**src/rtl/wprot_pkg.sv**
```systemverilog
package wprot_pkg;

  typedef enum logic [1:0] {
    OP_WREN  = 2'd0,
    OP_WRDI  = 2'd1,
    OP_WRSR  = 2'd2,
    OP_WRITE = 2'd3
  } wp_op_e;

  localparam int SR_W      = 8;
  localparam int SR_BUSY   = 0;
  localparam int SR_WEL    = 1;
  localparam int SR_BP_LSB = 2;
  localparam int SR_WPEN   = 7;

  // bits of the stored status register that a status write may change
  localparam logic [SR_W-1:0] SR_WR_MASK = 8'h8C;

endpackage

```
**src/rtl/wprot_rst_sync.sv**
```systemverilog
module wprot_rst_sync #(
  parameter int STAGES = 2
) (
  input  logic clk,
  input  logic rst_n,
  output logic rst_n_sync
);

  logic [STAGES-1:0] chain_q;
  logic [STAGES-1:0] chain_d;

  always_comb begin
    chain_d = {chain_q[STAGES-2:0], 1'b1};
  end

  always_ff @(posedge clk or negedge rst_n) begin
    if (!rst_n) chain_q <= '0;
    else        chain_q <= chain_d;
  end

  assign rst_n_sync = chain_q[STAGES-1];

endmodule

```
**src/rtl/wprot_frame.sv**
```systemverilog
module wprot_frame
  import wprot_pkg::*;
#(
  parameter int ADDR_W = 13
) (
  input  logic              clk,
  input  logic              rst_n,
  input  logic              cs_n,
  input  logic              busy,
  input  logic              wp_guard,
  input  logic              cmd_valid,
  input  wp_op_e            cmd_op,
  input  logic [ADDR_W-1:0] cmd_addr,
  input  logic [SR_W-1:0]   cmd_data,
  output logic              frame_end,
  output logic              pend_valid,
  output wp_op_e            pend_op,
  output logic [ADDR_W-1:0] pend_addr,
  output logic [SR_W-1:0]   pend_data,
  output logic              wp_hit
);

  logic              cs_q;
  logic              have_q, have_d;
  wp_op_e            op_q, op_d;
  logic [ADDR_W-1:0] addr_q, addr_d;
  logic [SR_W-1:0]   data_q, data_d;
  logic              hit_q, hit_d;
  logic              frame_start;
  logic              in_frame;
  logic              take;

  assign in_frame    = ~cs_n;
  assign frame_start = cs_q & ~cs_n;
  assign frame_end   = ~cs_q & cs_n;
  assign take        = in_frame & cmd_valid & ~busy & (frame_start | ~have_q);

  always_comb begin
    have_d = have_q;
    op_d   = op_q;
    addr_d = addr_q;
    data_d = data_q;
    hit_d  = hit_q;
    if (frame_start) begin
      have_d = take;
      hit_d  = wp_guard;
    end else if (in_frame) begin
      have_d = have_q | take;
      hit_d  = hit_q | wp_guard;
    end else begin
      have_d = 1'b0;
      hit_d  = 1'b0;
    end
    if (take) begin
      op_d   = cmd_op;
      addr_d = cmd_addr;
      data_d = cmd_data;
    end
  end

  always_ff @(posedge clk or negedge rst_n) begin
    if (!rst_n) begin
      cs_q   <= 1'b1;
      have_q <= 1'b0;
      hit_q  <= 1'b0;
    end else begin
      cs_q   <= cs_n;
      have_q <= have_d;
      hit_q  <= hit_d;
    end
  end

  always_ff @(posedge clk or negedge rst_n) begin
    if (!rst_n) begin
      op_q   <= OP_WREN;
      addr_q <= '0;
      data_q <= '0;
    end else if (take) begin
      op_q   <= op_d;
      addr_q <= addr_d;
      data_q <= data_d;
    end
  end

  assign pend_valid = have_q;
  assign pend_op    = op_q;
  assign pend_addr  = addr_q;
  assign pend_data  = data_q;
  assign wp_hit     = hit_q | wp_guard;

endmodule

```
**src/rtl/wprot_range.sv**
```systemverilog
module wprot_range #(
  parameter int ADDR_W = 13
) (
  input  logic [1:0]        bp,
  input  logic [ADDR_W-1:0] addr,
  output logic              locked
);

  localparam int unsigned SPAN    = 32'd1 << ADDR_W;
  localparam int unsigned HALF_LO = SPAN / 2;
  localparam int unsigned QTR_LO  = (SPAN / 4) * 3;

  logic [31:0] addr_ext;
  logic        in_half;
  logic        in_qtr;

  generate
    if (ADDR_W < 2 || ADDR_W > 31) begin : g_bad_width
      initial $error("wprot_range: ADDR_W out of range");
    end
  endgenerate

  assign addr_ext = 32'(addr);
  assign in_half  = addr_ext >= HALF_LO;
  assign in_qtr   = addr_ext >= QTR_LO;

  always_comb begin
    unique case (bp)
      2'd0:    locked = 1'b0;
      2'd1:    locked = in_qtr;
      2'd2:    locked = in_half;
      default: locked = 1'b1;
    endcase
  end

endmodule

```
**src/rtl/wprot_wel.sv**
```systemverilog
module wprot_wel (
  input  logic clk,
  input  logic rst_n,
  input  logic set_en,
  input  logic clr_en,
  output logic wel
);

  logic wel_q, wel_d;

  always_comb begin
    wel_d = wel_q;
    if (clr_en)      wel_d = 1'b0;
    else if (set_en) wel_d = 1'b1;
  end

  always_ff @(posedge clk or negedge rst_n) begin
    if (!rst_n) wel_q <= 1'b0;
    else        wel_q <= wel_d;
  end

  assign wel = wel_q;

endmodule

```
**src/rtl/wprot_sreg.sv**
```systemverilog
module wprot_sreg
  import wprot_pkg::*;
(
  input  logic            clk,
  input  logic            rst_n,
  input  logic            wr_en,
  input  logic [SR_W-1:0] wr_data,
  output logic [SR_W-1:0] sreg,
  output logic [1:0]      bp,
  output logic            wpen
);

  logic [SR_W-1:0] sreg_q, sreg_d;

  always_comb begin
    sreg_d = wr_data & SR_WR_MASK;
  end

  always_ff @(posedge clk or negedge rst_n) begin
    if (!rst_n)     sreg_q <= '0;
    else if (wr_en) sreg_q <= sreg_d;
  end

  assign sreg = sreg_q;
  assign bp   = sreg_q[SR_BP_LSB +: 2];
  assign wpen = sreg_q[SR_WPEN];

endmodule

```
**src/rtl/wprot_ctrl.sv**
```systemverilog
module wprot_ctrl
  import wprot_pkg::*;
#(
  parameter int ADDR_W = 13
) (
  input  logic              clk,
  input  logic              rst_n,
  input  logic              cs_n,
  input  logic              wp_n,
  input  logic              busy,
  input  logic              cmd_valid,
  input  logic [1:0]        cmd_op,
  input  logic [ADDR_W-1:0] cmd_addr,
  input  logic [7:0]        cmd_data,
  input  logic              byte_aligned,
  output logic [7:0]        status,
  output logic              sr_commit,
  output logic              arr_commit,
  output logic [ADDR_W-1:0] arr_addr
);

  logic              rst_i;
  logic              wel;
  logic [1:0]        bp;
  logic              wpen;
  logic [SR_W-1:0]   sreg;
  logic              wp_guard;
  logic              frame_end;
  logic              pend_valid;
  wp_op_e            pend_op;
  logic [ADDR_W-1:0] pend_addr;
  logic [SR_W-1:0]   pend_data;
  logic              wp_hit;
  logic              locked;
  logic              close_ok;
  logic              go_wren, go_wrdi, go_sr, go_arr;
  logic              sr_commit_q, arr_commit_q;
  logic [ADDR_W-1:0] arr_addr_q;

  wprot_rst_sync #(.STAGES(2)) u_rst (
    .clk        (clk),
    .rst_n      (rst_n),
    .rst_n_sync (rst_i)
  );

  assign wp_guard = ~wp_n & wpen;

  wprot_frame #(.ADDR_W(ADDR_W)) u_frame (
    .clk        (clk),
    .rst_n      (rst_i),
    .cs_n       (cs_n),
    .busy       (busy),
    .wp_guard   (wp_guard),
    .cmd_valid  (cmd_valid),
    .cmd_op     (wp_op_e'(cmd_op)),
    .cmd_addr   (cmd_addr),
    .cmd_data   (cmd_data),
    .frame_end  (frame_end),
    .pend_valid (pend_valid),
    .pend_op    (pend_op),
    .pend_addr  (pend_addr),
    .pend_data  (pend_data),
    .wp_hit     (wp_hit)
  );

  wprot_range #(.ADDR_W(ADDR_W)) u_range (
    .bp     (bp),
    .addr   (pend_addr),
    .locked (locked)
  );

  assign close_ok = frame_end & pend_valid & byte_aligned & ~busy;
  assign go_wren  = close_ok & (pend_op == OP_WREN);
  assign go_wrdi  = close_ok & (pend_op == OP_WRDI);
  assign go_sr    = close_ok & (pend_op == OP_WRSR) & wel & ~wp_hit;
  assign go_arr   = close_ok & (pend_op == OP_WRITE) & wel & ~locked;

  wprot_wel u_wel (
    .clk    (clk),
    .rst_n  (rst_i),
    .set_en (go_wren),
    .clr_en (go_wrdi | go_sr | go_arr),
    .wel    (wel)
  );

  wprot_sreg u_sreg (
    .clk     (clk),
    .rst_n   (rst_i),
    .wr_en   (go_sr),
    .wr_data (pend_data),
    .sreg    (sreg),
    .bp      (bp),
    .wpen    (wpen)
  );

  always_ff @(posedge clk or negedge rst_i) begin
    if (!rst_i) begin
      sr_commit_q  <= 1'b0;
      arr_commit_q <= 1'b0;
    end else begin
      sr_commit_q  <= go_sr;
      arr_commit_q <= go_arr;
    end
  end

  always_ff @(posedge clk or negedge rst_i) begin
    if (!rst_i)      arr_addr_q <= '0;
    else if (go_arr) arr_addr_q <= pend_addr;
  end

  always_comb begin
    status          = sreg;
    status[SR_WEL]  = wel;
    status[SR_BUSY] = busy;
  end

  assign sr_commit  = sr_commit_q;
  assign arr_commit = arr_commit_q;
  assign arr_addr   = arr_addr_q;

endmodule

```
**config.mk**
```make
export PLATFORM = sky130hd
export DESIGN_NAME = wprot_ctrl
export DESIGN_NICKNAME = d
export VERILOG_FILES = /design/src/rtl/wprot_pkg.sv /design/src/rtl/wprot_rst_sync.sv /design/src/rtl/wprot_frame.sv /design/src/rtl/wprot_range.sv /design/src/rtl/wprot_wel.sv /design/src/rtl/wprot_sreg.sv /design/src/rtl/wprot_ctrl.sv
export SDC_FILE = /design/constraint.sdc
export NUM_CORES = 1
export LEC_CHECK = 0
export ABC_AREA = 1
export BUFFER_PORTS_ARGS = -buffer_cell sky130_fd_sc_hd__clkbuf_2
export CORE_UTILIZATION = 55
export DETAILED_ROUTE_END_ITERATION = 10
export HOLD_SLACK_MARGIN = 0.1
export PLACE_DENSITY = 0.94
export SYNTH_ARGS = -nofsm -noshare
export SYNTH_HDL_FRONTEND = slang
export SYNTH_SLANG_ARGS = --single-unit
```
**constraint.sdc**
```tcl
create_clock -name clk -period 2.15 [get_ports clk]
set_input_delay 0.43 -clock clk [delete_from_list [all_inputs] [get_ports clk]]
set_output_delay 0.43 -clock clk [all_outputs]
set_load 0.02 [all_outputs]
```
* Word-level counts from Yosys, hierarchy flattened
Index checks and enable logic that the tools add are counted.
** Storage, ports and cells
- Register bits after elaboration :: 47
- Output and inout bits :: 23
- Logic and storage cells :: 58
** Cells by class
- Reduce and logical (&&, ||, !) cells :: 3
- Equality and inequality tests :: 5
- Bitwise logic cells :: 29
- Mux-type cells :: 7
- Order comparisons :: 2
** Operators by type and width (count)
- $ge 13x13->1 const B :: 2
- $and 1x1->1 :: 17
- $not 1->1 :: 7
- $eq 2x2->1 const B :: 3
- $mux 1 :: 6
- $or 1x1->1 :: 5
- $eq 2x1->1 const B :: 2
- $logic_not 2->1 :: 2
- $pmux 1 s3 :: 1
- $reduce_bool 2->1 :: 1

* Longest topological paths before layout
- Word-level depth :: 11
- Depth in mapped cells :: 8
- Mapped depth without buffers :: 8

* Cells and area by module
A second synthesis with hierarchy kept.
** Unflattened totals
- Cells, all modules :: 229
- Area, all modules :: 2095.8 sq um
** Modules (own cells, without submodules)
- wprot_frame :: instances 1, area an instance 1117.3 sq um, cells each 116, seq. area each 651.9 sq um
- wprot_ctrl :: instances 1, area an instance 701.9 sq um, cells each 82, seq. area each 375.4 sq um
- wprot_sreg :: instances 1, area an instance 176.4 sq um, cells each 22, seq. area each 75.1 sq um
- wprot_rst_sync :: instances 1, area an instance 53.8 sq um, cells each 3, seq. area each 50.0 sq um
- wprot_wel :: instances 1, area an instance 32.5 sq um, cells each 3, seq. area each 25.0 sq um
- wprot_range :: instances 1, area an instance 13.8 sq um, cells each 3, seq. area each 0.0 sq um

* Worst setup path after synthesis
No wires, ideal clock.
- Path type :: input to register
- Start point :: input port cs_n
- End point :: register u_frame.addr_q[0] (netlist: u_frame.pend_addr[0])
- Cell stages on the path :: 5
- Path slack :: 929 ps
- Arrival time :: 1101 ps
- Library setup time :: 120 ps
- Cells stage by stage :: nor3b_4 nand2_4 buf_6 nor2_1 a21oi_2
** Between the ends
- Longest elaborated chain between the ends :: 4
- Elaborated cells between the ends (all ways) :: 6
** Ends and longest elaborated chain
- from (decl) :: line wprot_ctrl.sv:8 : input logic cs_n,
- $not 1->1 * :: line wprot_frame.sv:33, wprot_frame.sv:34
- $and 1x1->1 (on tied branches) :: line wprot_frame.sv:36, wprot_frame.sv:34
- $and 1x1->1 / $or 1x1->1 (equally long branches) :: line wprot_frame.sv:36 : assign take = in_frame & cmd_valid & ~busy & (frame_start | ~have_q);
- $and 1x1->1 * :: line wprot_frame.sv:36
- to (signal assigned) :: line wprot_frame.sv:80 : addr_q <= addr_d;
- to (decl) :: line wprot_frame.sv:26 : logic [ADDR_W-1:0] addr_q, addr_d;
Mark *: on every way between the ends. The rest lies on a longest branch, timed or not.
A chain may end at the register's enable or synchronous reset.

* Final worst setup path
- Start point :: register u_frame.cs_q
- End point :: register arr_addr_q[10] (netlist: arr_addr[10])
** Between the ends
- Longest elaborated chain between the ends :: 8
** Ends and longest elaborated chain
- from (decl) :: line wprot_frame.sv:23 : logic cs_q;
- from (signal assigned) :: line wprot_frame.sv:67 : cs_q <= cs_n;
- $not 1->1 :: line wprot_frame.sv:35 : assign frame_end = ~cs_q & cs_n;
- $and 1x1->1 :: line wprot_frame.sv:35
- $and 1x1->1 (3 in series) :: line wprot_ctrl.sv:72 : assign close_ok = frame_end & pend_valid & byte_aligned & ~busy;
- $and 1x1->1 (3 in series) :: line wprot_ctrl.sv:76 : assign go_arr = close_ok & (pend_op == OP_WRITE) & wel & ~locked;
- via go_arr :: line wprot_ctrl.sv:36 : logic go_wren, go_wrdi, go_sr, go_arr;
- to (signal assigned) :: line wprot_ctrl.sv:108 : else if (go_arr) arr_addr_q <= pend_addr;
- to (decl) :: line wprot_ctrl.sv:38 : logic [ADDR_W-1:0] arr_addr_q;
The timed path passes the listed nets, and every way through them passes these cells.

==> results.py <==
metrics = {
    "critical_path": {
        "start_kind": "flip-flop",
        "slowest_delay_ps": 550,
        "arrival_ps": 1730,
        "r2r-start": "u_frame.cs_q$_DFF_PN1_",
        "path_class": "flip-flop to flip-flop",
        "path_buf_inv": 2,
        "endpoint_kind": "flip-flop",
        "regToRegSetupSlack_ps": 670,
        "path_cells": "inv_1 -> nand2_2 -> nor2_4 -> nand3_4 -> inv_1 -> nand2_1 -> nand2_1",
        "crit_fanout": 26,
        "critPathTopFamily": "simple AND/OR/NAND/NOR gates",
        "r2r_cells": 7,
        "cp.required_ps": 2400,
        "r2r_end": "arr_addr[10]$_DFFE_PN0P_",
        "slowest_stage": "dfstp_2",
    },
    "timing": {
        "slew_violations": 0,
        "finalCriticalPeriod_ps": 1480,
        "setup_violations": 0,
        "fin_crit_sh": 0.688,
        "max_freq_mhz": 676,
        "finalClockSkew_ps": 4.43,
        "hold_viol_final": 0,
        "maxSlewHeadroom": 0.451,
        "tightestPinTransition_ps": 823,
        "rsz0062_at_grt": "no",
        "worst_slack_ps": 670,
        "final.setup.tns_ps": 0,
    },
    "min_path": {
        "hold_path_startpoint": "cs_n",
        "min_delay_worst_endpoint": "u_frame.cs_q$_DFF_PN1_",
        "min_path_type": "input port to flip-flop",
        "whs_path_depth": 1,
    },
    "clocking": {
        "clk_path_buf_depth": 2,
        "ctsHtreeMaxLevel": 2,
        "clk_pin_slew_ps": 110,
        "cts-hold-fix-buffers": 1,
        "cts_tree": "done",
        "post-cts-setup-buffers": 0,
        "cts-root-buf": "clkbuf_4",
        "cts_resized": 0,
        "cts.sinks": 42,
        "numCtsBuffers": 5,
        "clock_insertion_delay_worst_skew_ps": 350,
    },
    "synthesis": {
        "synth.area.mux_share": 0,
        "yosys.area_share.simple": 0.202,
        "avgSynthCellArea_um2": 9.95,
        "synth_compound_area_frac": 0.117,
        "synth_area_um2": 1830,
        "synth_top_family_by_area": "simple AND/OR/NAND/NOR gates",
        "synth.distinct_cells": 21,
        "synth.yosys.seq_area_share": 0.575,
        "postSynthCellCount": 184,
        "synth_fa_ha_area_frac": 0,
        "ys_seq_elements": 42,
        "synth-xor-area-share": 0,
        "yosysWarnings": 0,
    },
    "cells_and_area": {
        "multiInputGateArea_um2": 598,
        "fillers": 292,
        "antenna_cells": 0,
        "final_common_cell": "clkbuf_2",
        "seq_area_um2": 1050,
        "layout.cells.most_common_list": "clkbuf_2, nand2_1, dfrtp_1, inv_1, nor2_1",
        "nNetsFinal": 257,
        "layout-drive-gt1-share": 0.373,
        "finish.instance_area_um2": 2090,
        "syn_to_final_growth_pct": 14.0,
    },
    "global_route": {
        "grt_pass1_wl_um": 4520,
        "grt_max_degree": 41,
        "antenna_found_initial": 0,
        "grt_pass1_vias": 1064,
        "gr-total-overflow": 0,
        "grt_use_total": 0.177,
    },
    "floorplan": {
        "ios": 53,
        "num_rows": 20,
        "die_width_um": 59.7,
        "start_util": 0.590,
        "core_area_um2": 3100,
        "die_area_um2": 3560,
        "die_y_um": 59.7,
    },
    "power_and_ir_drop": {
        "p_leak_uw": 0.00115,
        "irDropWorstVdd_v": 0.000506,
        "p_per_area_nw_per_um2": 704,
    },
    "drt": {
        "drt_iter0_markers": 61,
        "vias": 1240,
        "drc": 0,
        "viasPerCell": 4.56,
        "post_drt_wl_per_cell_um": 10.4,
        "dr.pass1.iters": 4,
        "ant_nets": 0,
        "drt_wl_total_um": 2830,
    },
    "placed_design": {
        "gp_congestion": 0.789,
        "post-dp-hpwl_um": 2030,
        "io_buffers": 44,
        "post-place-ws_ps": 529,
        "place_area_um2": 2010,
    },
    "status": {
        "status": "completed",
    },
    "job": {
        "cap_violations": 0,
    },
}
how the worst max path moves through the flow:
stage	startpoint	to	slack [ps]	cells after the start
after floorplan	u_rst.chain_q[1]$_DFF_PN0_	arr_addr[0]$_DFFE_PN0P_	900	0
after global placement	cs_n	u_frame.pend_op[1]$_DFFE_PN0P_	560	5
after detailed placement	cs_n	u_frame.pend_addr[0]$_DFFE_PN0P_	530	5
after CTS	u_frame.cs_q$_DFF_PN1_	arr_addr[10]$_DFFE_PN0P_	660	7
after global routing	u_frame.cs_q$_DFF_PN1_	arr_addr[12]$_DFFE_PN0P_	570	7
final	u_frame.cs_q$_DFF_PN1_	arr_addr[10]$_DFFE_PN0P_	670	7
sequential cells by signal, summed over array words and instances, names as in the netlist:
signal              cells
u_wel.wel               1
u_sreg.sreg             3
u_frame.pend_data       3
arr_addr               13
sr_commit               1
u_frame.hit_q           1
u_frame.pend_addr      13
u_frame.pend_valid      1
arr_commit              1
u_frame.cs_q            1
u_frame.pend_op         2
u_rst.chain_q           2
routing by layer:
metal	GRT usage	part of all wire
met1	0.229	0.47
met2	0.278	0.47
met3	0.0649	0.048
met4	0.0598	0.011
met5	0	0
where the power goes:
part | switching [uW] | internal [uW] | leakage (uW) | total [uW]
logic | 102 | 64.2 | 0.000594 | 166
clock network | 246 | 157 | 0.0000343 | 403
registers | 41.9 | 858 | 0.000526 | 900
synth_stat cells (all sizes together):
library cell / count / area share
nand4: 1 / 0.0034
dfstp: 1 / 0.014
o21bai: 1 / 0.0041
dfrtp: 41 / 0.56
nand2: 48 / 0.11
buf: 11 / 0.055
nor3b: 1 / 0.010
conb: 2 / 0.0041
nand3: 7 / 0.029
nor2: 21 / 0.047
o21ai: 12 / 0.055
a21oi: 15 / 0.057
inv: 23 / 0.047
metrics by stage:
stage          power [uW]  cells  hold WS [ps]  utilization
6_report             1470    272           257        0.673
5_1_grt              1540    272           234        0.673
4_1_cts              1490    272           247        0.673
3_5_place_dp         1080    263           218        0.649
3_3_place_gp         1070    263           217        0.649
2_1_floorplan        1040    186           134            -
worst reg2reg max path: stages, from the launching register on:
cell     delay, ps
dfstp_2        550
inv_1           50
nand2_2        160
nor2_4          70
nand3_4        280
inv_1          140
nand2_1         90
nand2_1         40
area by class of cell:
type / instances / area share
clock inverter: 2 / 0.00600
multi-input combinational: 110 / 0.287
timing repair buffer: 45 / 0.110
tap: 44 / 0.0264
clock buffer: 6 / 0.0246
sequential: 42 / 0.505
inverter: 23 / 0.0414
kinds of logic (layout without fill, tap and decap cells):
logic type,after synthesis,in the layout
AND/OR/NAND/NOR,78,78
flip-flops,42,42
buffers and inverters,34,76
AO/OA/AOI/OAI,28,28
other,2,4
Power figures use the tool's default switching activity.
